<file path="src/rtl/flash_sg_pkg.sv">
`timescale 1ns/1ps
package flash_sg_pkg;

  localparam logic [7:0] OPC_WSTAT   = 8'h01;
  localparam logic [7:0] OPC_PPROG   = 8'h02;
  localparam logic [7:0] OPC_READ    = 8'h03;
  localparam logic [7:0] OPC_WDIS    = 8'h04;
  localparam logic [7:0] OPC_RSTAT   = 8'h05;
  localparam logic [7:0] OPC_WEN     = 8'h06;
  localparam logic [7:0] OPC_FREAD   = 8'h0B;
  localparam logic [7:0] OPC_PARPROG = 8'h52;
  localparam logic [7:0] OPC_PARRD   = 8'h53;
  localparam logic [7:0] OPC_PARFRD  = 8'h5B;
  localparam logic [7:0] OPC_MFID    = 8'h90;
  localparam logic [7:0] OPC_STDID   = 8'h9F;
  localparam logic [7:0] OPC_IDWAKE  = 8'hAB;
  localparam logic [7:0] OPC_SLEEP   = 8'hB9;
  localparam logic [7:0] OPC_CERASE  = 8'hC7;
  localparam logic [7:0] OPC_PARERS  = 8'hD5;
  localparam logic [7:0] OPC_SERASE  = 8'hD8;

  typedef enum logic [3:0] {
    CL_NONE, CL_RSTAT, CL_READ, CL_IDWAKE, CL_WEN, CL_WDIS, CL_PPROG,
    CL_PARPROG, CL_SERASE, CL_CERASE, CL_PARERS, CL_WSTAT, CL_SLEEP
  } cmd_class_e;

  typedef struct packed {
    logic       srp;
    logic [1:0] rsvd;
    logic [2:0] bp;
    logic       wel;
    logic       busy;
  } stat_t;

  typedef struct packed {
    logic read;
    logic wen;
    logic wdis;
    logic prog;
    logic erase;
    logic wstat;
    logic sleep;
    logic wake;
  } acc_t;

  function automatic cmd_class_e classify(logic [7:0] op);
    case (op)
      OPC_RSTAT:                                                return CL_RSTAT;
      OPC_READ, OPC_FREAD, OPC_PARRD, OPC_PARFRD, OPC_MFID, OPC_STDID: return CL_READ;
      OPC_IDWAKE:                                               return CL_IDWAKE;
      OPC_WEN:                                                  return CL_WEN;
      OPC_WDIS:                                                 return CL_WDIS;
      OPC_PPROG:                                                return CL_PPROG;
      OPC_PARPROG:                                              return CL_PARPROG;
      OPC_SERASE:                                               return CL_SERASE;
      OPC_CERASE:                                               return CL_CERASE;
      OPC_PARERS:                                               return CL_PARERS;
      OPC_WSTAT:                                                return CL_WSTAT;
      OPC_SLEEP:                                                return CL_SLEEP;
      default:                                                  return CL_NONE;
    endcase
  endfunction

  // Upper-fraction protection: level n > 0 guards the top (2^aw >> (7-n)) bytes.
  function automatic logic prot_hit(logic [31:0] a, logic [2:0] bp, int aw);
    logic [32:0] span;
    logic [32:0] guard;
    if (bp == 3'd0) return 1'b0;
    span  = 33'd1 << aw;
    guard = span - (span >> (3'd7 - bp));
    return {1'b0, a} >= guard;
  endfunction

endpackage

</file>
<file path="src/rtl/sg_cmd_gate.sv">
`timescale 1ns/1ps
module sg_cmd_gate
  import flash_sg_pkg::*;
#(
  parameter int ADDR_W   = 20,
  parameter int SECTOR_W = 16
) (
  input  logic              valid,
  input  logic [7:0]        op,
  input  logic              aligned,
  input  logic [ADDR_W-1:0] addr,
  input  stat_t             stat,
  input  logic              wp_n,
  input  logic              pd,
  input  logic              waking,
  output acc_t              acc
);
  localparam logic [31:0] SECT_MASK = 32'((64'd1 << SECTOR_W) - 64'd1);

  cmd_class_e  cls;
  logic [31:0] a32;
  logic [31:0] sect_top;
  logic        page_hit;
  logic        sect_hit;
  logic        srp_lock;

  always_comb begin
    cls      = classify(op);
    a32      = 32'(addr);
    sect_top = a32 | SECT_MASK;
    page_hit = prot_hit(a32, stat.bp, ADDR_W);
    sect_hit = prot_hit(sect_top, stat.bp, ADDR_W);
    srp_lock = stat.srp & ~wp_n;
    acc      = '0;
    if (valid) begin
      if (pd) begin
        acc.wake = (cls == CL_IDWAKE);
      end else if (!waking) begin
        if (stat.busy) begin
          acc.read = (cls == CL_RSTAT);
        end else begin
          case (cls)
            CL_RSTAT, CL_READ, CL_IDWAKE: acc.read = 1'b1;
            CL_WEN:     acc.wen   = aligned;
            CL_WDIS:    acc.wdis  = aligned;
            CL_SLEEP:   acc.sleep = aligned;
            CL_WSTAT:   acc.wstat = aligned & stat.wel & ~srp_lock;
            CL_PPROG:   acc.prog  = aligned & stat.wel & ~page_hit;
            CL_PARPROG: acc.prog  = aligned & stat.wel;
            CL_SERASE:  acc.erase = aligned & stat.wel & ~sect_hit;
            CL_CERASE:  acc.erase = aligned & stat.wel & (stat.bp == 3'd0);
            CL_PARERS:  acc.erase = aligned & stat.wel;
            default:    acc       = '0;
          endcase
        end
      end
    end
  end
endmodule

</file>
<file path="src/rtl/sg_status_reg.sv">
`timescale 1ns/1ps
module sg_status_reg
  import flash_sg_pkg::*;
(
  input  logic       clk,
  input  logic       rst_n,
  input  acc_t       acc,
  input  logic [7:0] wdata,
  input  logic       op_done,
  output stat_t      stat,
  output logic       busy_rise,
  output logic       busy_fall
);
  logic       busy_q;
  logic       wel_q;
  logic [2:0] bp_q;
  logic       srp_q;

  assign busy_rise = acc.prog | acc.erase | acc.wstat;
  assign busy_fall = busy_q & op_done;

  always_ff @(posedge clk or negedge rst_n) begin
    if (!rst_n) begin
      busy_q <= 1'b0;
      wel_q  <= 1'b0;
      bp_q   <= 3'd0;
      srp_q  <= 1'b0;
    end else begin
      if (busy_fall) begin
        busy_q <= 1'b0;
        wel_q  <= 1'b0;
      end
      if (acc.wen)  wel_q <= 1'b1;
      if (acc.wdis) wel_q <= 1'b0;
      if (busy_rise) busy_q <= 1'b1;
      if (acc.wstat) begin
        srp_q <= wdata[7];
        bp_q  <= wdata[4:2];
      end
    end
  end

  always_comb begin
    stat.srp  = srp_q;
    stat.rsvd = 2'b00;
    stat.bp   = bp_q;
    stat.wel  = wel_q;
    stat.busy = busy_q;
  end
endmodule

</file>
<file path="src/rtl/sg_wake_timer.sv">
`timescale 1ns/1ps
module sg_wake_timer #(
  parameter int WAKE_CYCLES = 4
) (
  input  logic clk,
  input  logic rst_n,
  input  logic go_sleep,
  input  logic go_wake,
  output logic pd,
  output logic waking
);
  localparam int CW = $clog2(WAKE_CYCLES + 1);

  logic [CW-1:0] cnt;

  always_ff @(posedge clk or negedge rst_n) begin
    if (!rst_n) begin
      pd  <= 1'b0;
      cnt <= '0;
    end else begin
      if (go_sleep) pd <= 1'b1;
      if (go_wake) begin
        pd  <= 1'b0;
        cnt <= CW'(WAKE_CYCLES);
      end else if (cnt != '0) begin
        cnt <= cnt - 1'b1;
      end
    end
  end

  assign waking = (cnt != '0);
endmodule

</file>
<file path="src/rtl/flash_status_gate.sv">
`timescale 1ns/1ps
module flash_status_gate
  import flash_sg_pkg::*;
#(
  parameter int ADDR_W      = 20,
  parameter int SECTOR_W    = 16,
  parameter int WAKE_CYCLES = 4
) (
  input  logic              clk,
  input  logic              rst_n,
  input  logic              cmd_valid,
  input  logic [7:0]        cmd_op,
  input  logic              cmd_aligned,
  input  logic [ADDR_W-1:0] cmd_addr,
  input  logic [7:0]        cmd_wdata,
  input  logic              wp_n,
  input  logic              op_done,
  output logic [7:0]        status_o,
  output logic              en_read,
  output logic              en_prog,
  output logic              en_erase,
  output logic              en_stat_wr,
  output logic              en_pdown,
  output logic              asleep
);
  stat_t stat;
  acc_t  acc;
  logic  pd;
  logic  waking;
  logic  busy_rise;
  logic  busy_fall;

  sg_cmd_gate #(.ADDR_W(ADDR_W), .SECTOR_W(SECTOR_W)) gate_i (
    .valid   (cmd_valid),
    .op      (cmd_op),
    .aligned (cmd_aligned),
    .addr    (cmd_addr),
    .stat    (stat),
    .wp_n    (wp_n),
    .pd      (pd),
    .waking  (waking),
    .acc     (acc)
  );

  sg_status_reg sreg_i (
    .clk       (clk),
    .rst_n     (rst_n),
    .acc       (acc),
    .wdata     (cmd_wdata),
    .op_done   (op_done),
    .stat      (stat),
    .busy_rise (busy_rise),
    .busy_fall (busy_fall)
  );

  sg_wake_timer #(.WAKE_CYCLES(WAKE_CYCLES)) wake_i (
    .clk      (clk),
    .rst_n    (rst_n),
    .go_sleep (acc.sleep),
    .go_wake  (acc.wake),
    .pd       (pd),
    .waking   (waking)
  );

  always_ff @(posedge clk or negedge rst_n) begin
    if (!rst_n) begin
      en_read    <= 1'b0;
      en_prog    <= 1'b0;
      en_erase   <= 1'b0;
      en_stat_wr <= 1'b0;
      en_pdown   <= 1'b0;
    end else begin
      en_read    <= acc.read;
      en_prog    <= acc.prog;
      en_erase   <= acc.erase;
      en_stat_wr <= acc.wstat;
      en_pdown   <= acc.sleep;
    end
  end

  assign status_o = stat;
  assign asleep   = pd | waking;
endmodule

</file>
<file path="config.mk">
export PLATFORM = sky130hd
export DESIGN_NAME = flash_status_gate
export DESIGN_NICKNAME = d
export VERILOG_FILES = /design/src/rtl/flash_sg_pkg.sv /design/src/rtl/sg_cmd_gate.sv /design/src/rtl/sg_status_reg.sv /design/src/rtl/sg_wake_timer.sv /design/src/rtl/flash_status_gate.sv
export SDC_FILE = /design/constraint.sdc
export NUM_CORES = 1
export LEC_CHECK = 0
export ABC_CLOCK_PERIOD_IN_PS = 5250
export BUFFER_PORTS_ARGS = -buffer_cell sky130_fd_sc_hd__clkbuf_2
export CAP_MARGIN = 20
export CORE_UTILIZATION = 52
export DETAILED_ROUTE_END_ITERATION = 10
export PLACE_DENSITY = 0.85
export SLEW_MARGIN = 20
export SYNTH_ARGS = -nofsm -noshare
export SYNTH_HDL_FRONTEND = slang
export SYNTH_SLANG_ARGS = --single-unit
</file>
<file path="constraint.sdc">
create_clock -name clk -period 5.25 [get_ports clk]
set_input_delay 1.05 -clock clk [delete_from_list [all_inputs] [get_ports clk]]
set_output_delay 1.05 -clock clk [all_outputs]
set_load 0.02 [all_outputs]
</file>
# Yosys cells after proc, flatten, opt, wreduce, memory -nomap -nowiden
# Index checks and enable logic that the tools add are counted.
[classes] addsub=3 multipliers=0 div_mod_pow=0 order_cmp=2 n_eq_ne=29 n_shift=1 n_mux=26 bitwise_logic=14 reduce_logical=8
[op_table] op="greater-or-equal comparator 20 x 33 -> 1 bit" n=2
[op_table] op="== test 8 bit (second input constant)" n=7
[op_table] op="case mux 4 bit (12 select lines)" n=1
[op_table] op="right shift 21 x 3 -> 33 bit (first input constant)" n=1
[op_table] op="subtractor 21 x 33 -> 33 bit (first input constant)" n=1
[op_table] op="== test 8 x 3 -> 1 bit (second input constant)" n=3
[op_table] op="== test 8 x 7 -> 1 bit (second input constant)" n=3
[op_table] op="== test 4 bit (second input constant)" n=5
[op_table] op="2-to-1 mux 1 bit" n=17
[op_table] op="== test 4 x 3 -> 1 bit (second input constant)" n=4
[op_table] op="== test 8 x 2 -> 1 bit (second input constant)" n=2
[op_table] op="2-to-1 mux 8 bit" n=2
[op_table] op="2-to-1 mux 7 bit" n=2
[op_table] op="== test 4 x 2 -> 1 bit (second input constant)" n=2
[op_table] op="== test 8 x 1 -> 1 bit (second input constant)" n=1
[op_table] op="== test 8 x 4 -> 1 bit (second input constant)" n=1
[op_table] op="AND 1 bit" n=7
[op_table] op="2-to-1 mux 3 bit" n=2
[op_table] op="nonzero test 2 bit" n=3
[op_table] op="nonzero test 3 bit" n=2
[op_table] op="OR reduction 6 bit" n=1
[op_table] op="== test 4 x 1 -> 1 bit (second input constant)" n=1
[op_table] op="inverter 1 bit" n=4
[op_table] op="zero test 3 bit" n=1
[op_table] op="6 further kinds" n=8
[word_totals] reg_bits=15 latch_bits=0 ramBits=0 mem_bits_ro=0 inputBits=42 mem_count=0

# Longest topological paths before layout
[depth] depth_word=15 depth_mapped=13

# Cells and area by module
# A second synthesis with hierarchy kept.
[unflattened] hier_cells=150 hier_area_um2=1322.5
[by_module_without_submodules] module="sg_cmd_gate" n_inst=1 cells_per_inst=101 area_per_inst_um2=689.4
[by_module_without_submodules] module="sg_status_reg" n_inst=1 cells_per_inst=23 area_per_inst_um2=281.5
[by_module_without_submodules] module="sg_wake_timer" n_inst=1 cells_per_inst=20 area_per_inst_um2=220.2
[by_module_without_submodules] module="flash_status_gate" n_inst=1 cells_per_inst=6 area_per_inst_um2=131.4

# Least setup slack after synthesis
# No wires, ideal clock.
[synth_path] path_kind="register -> register" startpoint="register sreg_i.bp_q[0]" endpoint="register sreg_i.busy_q" arrival_time_ns=3.043 t_required_ns=5.111 setup_slack_ns=2.068 path_stages_with_launch=13 path_buffers=2 synth_period_minus_slack_ns=3.182 path_cell_list="dfrtp_1 clkbuf_1 or3_1 ha_1 clkbuf_1 xnor2_1 a22o_1 ha_1 nand3_1 a211o_1 nand3_1 a311oi_1 or4_1"
[synth_lines] item="start, declared" line_no="sg_status_reg.sv:16" source="logic [2:0] bp_q;"
[synth_lines] item="start signal, assigned" line_no="sg_status_reg.sv:38" source="bp_q <= wdata[4:2];"
[synth_lines] item="end signal, assigned" line_no="sg_status_reg.sv:24" source="busy_q <= 1'b0;"
[synth_lines] item="end signal, assigned" line_no="sg_status_reg.sv:30" source="busy_q <= 1'b0;"
[synth_lines] item="end signal, assigned" line_no="sg_status_reg.sv:35" source="if (busy_rise) busy_q <= 1'b1;"
[synth_lines] item="end, declared" line_no="sg_status_reg.sv:14" source="logic busy_q;"

# Worst setup path in the final report
[layout_path] startpoint="input cmd_op[2]" endpoint="register sreg_i.srp_q"
[layout_between] elab_chain_len=9
[layout_lines] item="start, declared" line_no="flash_status_gate.sv:12" source="input logic [7:0] cmd_op,"
[layout_lines] item="== test 8 x 2 -> 1 bit, or another cell as far along" line_no="flash_sg_pkg.sv:47" source="case (op)"
[layout_lines] item="OR reduction 6 bit" line_no="flash_sg_pkg.sv:47"
[layout_lines] item="case mux 4 bit (12 select lines) (*)" line_no="flash_sg_pkg.sv:47"
[layout_lines] item="== test 4 bit (*)" line_no="sg_cmd_gate.sv:42" source="case (cls)"
[layout_lines] item="2-to-1 mux 1 bit (*)" line_no="sg_cmd_gate.sv:42"
[layout_lines] item="2-to-1 mux 7 bit (*)" line_no="sg_cmd_gate.sv:39" source="if (stat.busy) begin"
[layout_lines] item="2-to-1 mux 8 bit (*)" line_no="sg_cmd_gate.sv:38" source="end else if (!waking) begin"
[layout_lines] item="2-to-1 mux 7 bit (*)" line_no="sg_cmd_gate.sv:36" source="if (pd) begin"
[layout_lines] item="2-to-1 mux 8 bit (*)" line_no="sg_cmd_gate.sv:35" source="if (valid) begin"
[layout_lines] item="end signal, assigned" line_no="sg_status_reg.sv:37" source="srp_q <= wdata[7];"
[layout_lines] item="end, declared" line_no="sg_status_reg.sv:17" source="logic srp_q;"
# Mark *: on every way between the ends. The rest lies on a longest branch, timed or not.
# A chain may end at the register's enable or synchronous reset.

==> results.tsv <==
stage	metric	value	unit
clock_network	path_clk_slew	0.09	ns
yosys	synth_edf_count	0	
grt	grt_pass1_vias	1179	
drt	drt_iter0_markers	30	
critical_path	cp_data_arrival_time	3.37	ns
yosys	synth.avg_cell_area	9.11	sq um
cells_and_area	finalInstanceArea	0.00155	sq mm
timing	finalCritPeriodShare	61.0	%
critical_path	worst_r2r_endpoint	sreg_i.busy_q$_DFFE_PN0P_	
yosys	yosysTopAreaCellShare	27.3	%
timing	layout_min_cycle_time	3.20	ns
timing	fmax	0.312	GHz
timing	setup-tns-final	0	ns
worst_hold_path	min_to	wake_i.cnt[2]$_DFFE_PN0P_	
yosys	ys_seq_area_share	27.3	%
yosys	yosysMostFrequentCell	dfrtp_1	
clock_network	htreeDepth	1	
place	place_inst	205	
cells_and_area	fillers	215	
clock_network	hold_buffers	0	
yosys	yosys-top-cells-area	dfrtp_1 27%, ha_1 11%, mux2_2 4.1%	
critical_path	slowest_stage	or4_4	
place	gp_congestion	0.868	
die	die_area	0.00286	sq mm
timing	setup_violations	0	
cells_and_area	nets	234	
die	io_pins	56	
yosys	synth-simple-area-share	28.5	%
clock_network	numCtsBuffers	3	
power	ir_worst_vdd	0.000261	V
critical_path	crit_buf_inv	1	
die	initial_core_util	55.1	%
yosys	yosys_warnings	0	
critical_path	path_max_fanout	12	
run_status	status	complete, no violations	
critical_path	cp.required	5.41	ns
worst_hold_path	hold_path_class	reg -> reg	
drt	route.detailed.drc	0	
die	dieHeight	53.4	um
drt	num_vias	1280	
drt	drt-total-wl	3000	um
die	die_w	53.4	um
timing	tightest_slew	0.726	ns
yosys	synth_flop_cell	dfrtp_1	
yosys	synth_fa_ha_area_share	10.9	%
drt	detail-route-antenna-nets	0	
place	placed_cell_area	0.00152	sq mm
place	port_buffers	36	
critical_path	reg2reg_slack	2.08	ns
cells_and_area	post_route_cells_drive_above_1_share	28.5	%
drt	avgViaCountPerCell	6.12	
critical_path	critPathLaunchType	input port	
critical_path	path_cells	clkbuf_2, or4_4, a2111oi_4, nor2_1, and2_1, nor4_4, mux2_2	
worst_hold_path	min_from	wake_i.cnt[2]$_DFFE_PN0P_	
cells_and_area	regArea	375	sq um
timing	skew	0.00512	ns
yosys	synth_top_family_by_area	simple AND/OR/NAND/NOR gates	
yosys	netlist_instances	151	
die	core_region_area	0.00250	sq mm
critical_path	worstSetupPathType	in -> reg	
cells_and_area	instances_no_fill	209	
yosys	synthTopCellsByCount	15 x dfrtp_1, 12 x ha_1, 11 x inv_1	
yosys	muxShareOfSynthArea	5.55	%
grt	met2_usage	45.4	%
critical_path	path_delay_family	simple AND/OR/NAND/NOR gates	
clock_network	clk_path_buf_depth	2	
clock_network	cts_sinks	15	
worst_hold_path	whs_path_depth	2	
flow_run	cap_violations	0	
clock_network	clock-root-buffer	clkbuf_4	
cells_and_area	multi_input_area	886	sq um
critical_path	reg2reg_from	sreg_i.bp_q[0]$_DFFE_PN0P_	
yosys	synth_area	0.00138	sq mm
yosys	synth_xor_area_share	2.55	%
grt	met1_usage	25.0	%
critical_path	reg2regPathDepth	10	
drt	first_pass_iters	4	
cells_and_area	synthToLayoutAreaGrowth	12.4	%
timing	relSlewSlack	51.1	%
yosys	ys_seq_elements	15	
yosys	async_reset_ff_share	100	%
yosys	synthDistinctLibCells	51	
cells_and_area	antenna_cells	0	
place	dp.final_hpwl	2420	um
yosys	synth_compound_area_share	16.3	%
grt	antenna_found_initial	0	
timing	timing_hold_violations_final	0	
critical_path	setup.worst_path.end_class	flop	
clock_network	cts_tree	yes	
grt	grt_busiest_layer	met2	
grt	use_met3	4.60	%
cells_and_area	fin_util	61.9	%
drt	wl_per_cell	14.4	um
grt	grt_start_max_net_pins	16	
power	power_density	200	mW/mm^2
timing	rsz0062_at_grt	false	
die	rows	18	
clock_network	post_cts_buffers	0	
timing	drv_slew	0	
power	leakage	0.775	nW
critical_path	max_stage_delay	0.56	ns
yosys	synth_top_cell_by_area	dfrtp_1	
clock_network	cts_resized	0	
grt	overflow	0	
grt	grt_usage	23.2	%
grt	grt_pass1_wl	4910	um
clock_network	clkLatencyLatePin	0.28	ns
## final cells by class
class / instances / area share, %
Timing Repair Buffer: 36 / 11.7
Inverter: 11 / 2.67
Multi-Input combinational cell: 113 / 57.3
Clock buffer: 4 / 1.70
Sequential cell: 15 / 24.3
Tap cell: 30 / 2.43
## per-stage QoR
step                      hold WS (ns)  power, mW  setup WS (ns)
after floorplan                  0.479      0.217           2.07
after global placement           0.498      0.238           1.81
after detailed placement         0.513      0.247           1.75
after CTS                        0.534      0.312           2.05
after global routing             0.550      0.334           1.93
final                            0.537      0.309           2.05
## logic make-up after synthesis
logic type      count (synthesis)
compound gates                 28
flops                          15
buf+inv                        24
xor+xnor                        4
simple gates                   60
other cells                     1
fa+ha+maj                      12
mux                             7
## sequential cells by signal, indices dropped and copies added, names as in the netlist
signal and count:
sreg_i.srp_q 1, en_stat_wr 1, sreg_i.busy_q 1, en_prog 1, sreg_i.bp_q 3, en_erase 1, en_pdown 1, wake_i.cnt 3
wake_i.pd 1, en_read 1, sreg_i.wel_q 1
## worst max-delay path by stage
stage / end / slack [ns] / from / cells past startpoint
2_1_floorplan: sreg_i.busy_q$_DFFE_PN0P_ / 2.07 / sreg_i.bp_q[0]$_DFFE_PN0P_ / 12
3_3_place_gp: sreg_i.srp_q$_DFFE_PN0P_ / 1.81 / cmd_op[2] / 7
3_5_place_dp: sreg_i.srp_q$_DFFE_PN0P_ / 1.75 / cmd_op[2] / 7
4_1_cts: sreg_i.srp_q$_DFFE_PN0P_ / 2.05 / cmd_op[2] / 7
5_1_grt: sreg_i.busy_q$_DFFE_PN0P_ / 1.93 / sreg_i.bp_q[0]$_DFFE_PN0P_ / 10
6_report: sreg_i.srp_q$_DFFE_PN0P_ / 2.05 / cmd_op[2] / 7
## per-layer routing
layer / vias to the layer above / share of wire [%]
met5: - / 0
met4: 0 / 0.23
met3: 2 / 4.3
met2: 44 / 55
met1: 611 / 40
li1: 623 / -
## worst min-delay path, delay by kind of cell, from the launching register on
kind             cells  cell delay [ns]
DFF                  1             0.36
and+or+nand+nor      1             0.07
muxes                1             0.08
## where the power goes
group	total [mW]	leakage (nW)	internal, mW	switching, mW
Combinational	0.107	0.557	0.0465	0.0609
Clock	0.0638	0.0150	0.0294	0.0344
Sequential	0.138	0.203	0.129	0.00862
## placed cells by master, fill, tap and decap left out, drive strengths merged, types with 2 or more instances in the layout
| cell | netlist | layout |
|---|---|---|
| nand4 | 7 | 7 |
| nor4 | 5 | 5 |
| o211ai | 2 | 2 |
| or4 | 2 | 2 |
| nand3 | 5 | 5 |
| nor3 | 3 | 3 |
| xnor2 | 4 | 4 |
| a311oi | 2 | 2 |
| or3 | 2 | 2 |
| and3 | 4 | 4 |
| nor2b | 4 | 4 |
| inv | 11 | 11 |
| conb | 1 | 2 |
| ha | 12 | 12 |
| nand2 | 6 | 6 |
| a21oi | 4 | 4 |
| o21ai | 5 | 5 |
| and4b | 3 | 3 |
| mux2 | 5 | 5 |
| nor2 | 8 | 8 |
| or4b | 2 | 2 |
| and2 | 2 | 2 |
| dfrtp | 15 | 15 |
| clkbuf | 5 | 40 |
| and4bb | 2 | 2 |
| mux2i | 2 | 2 |
Power figures use the tool's default switching activity.
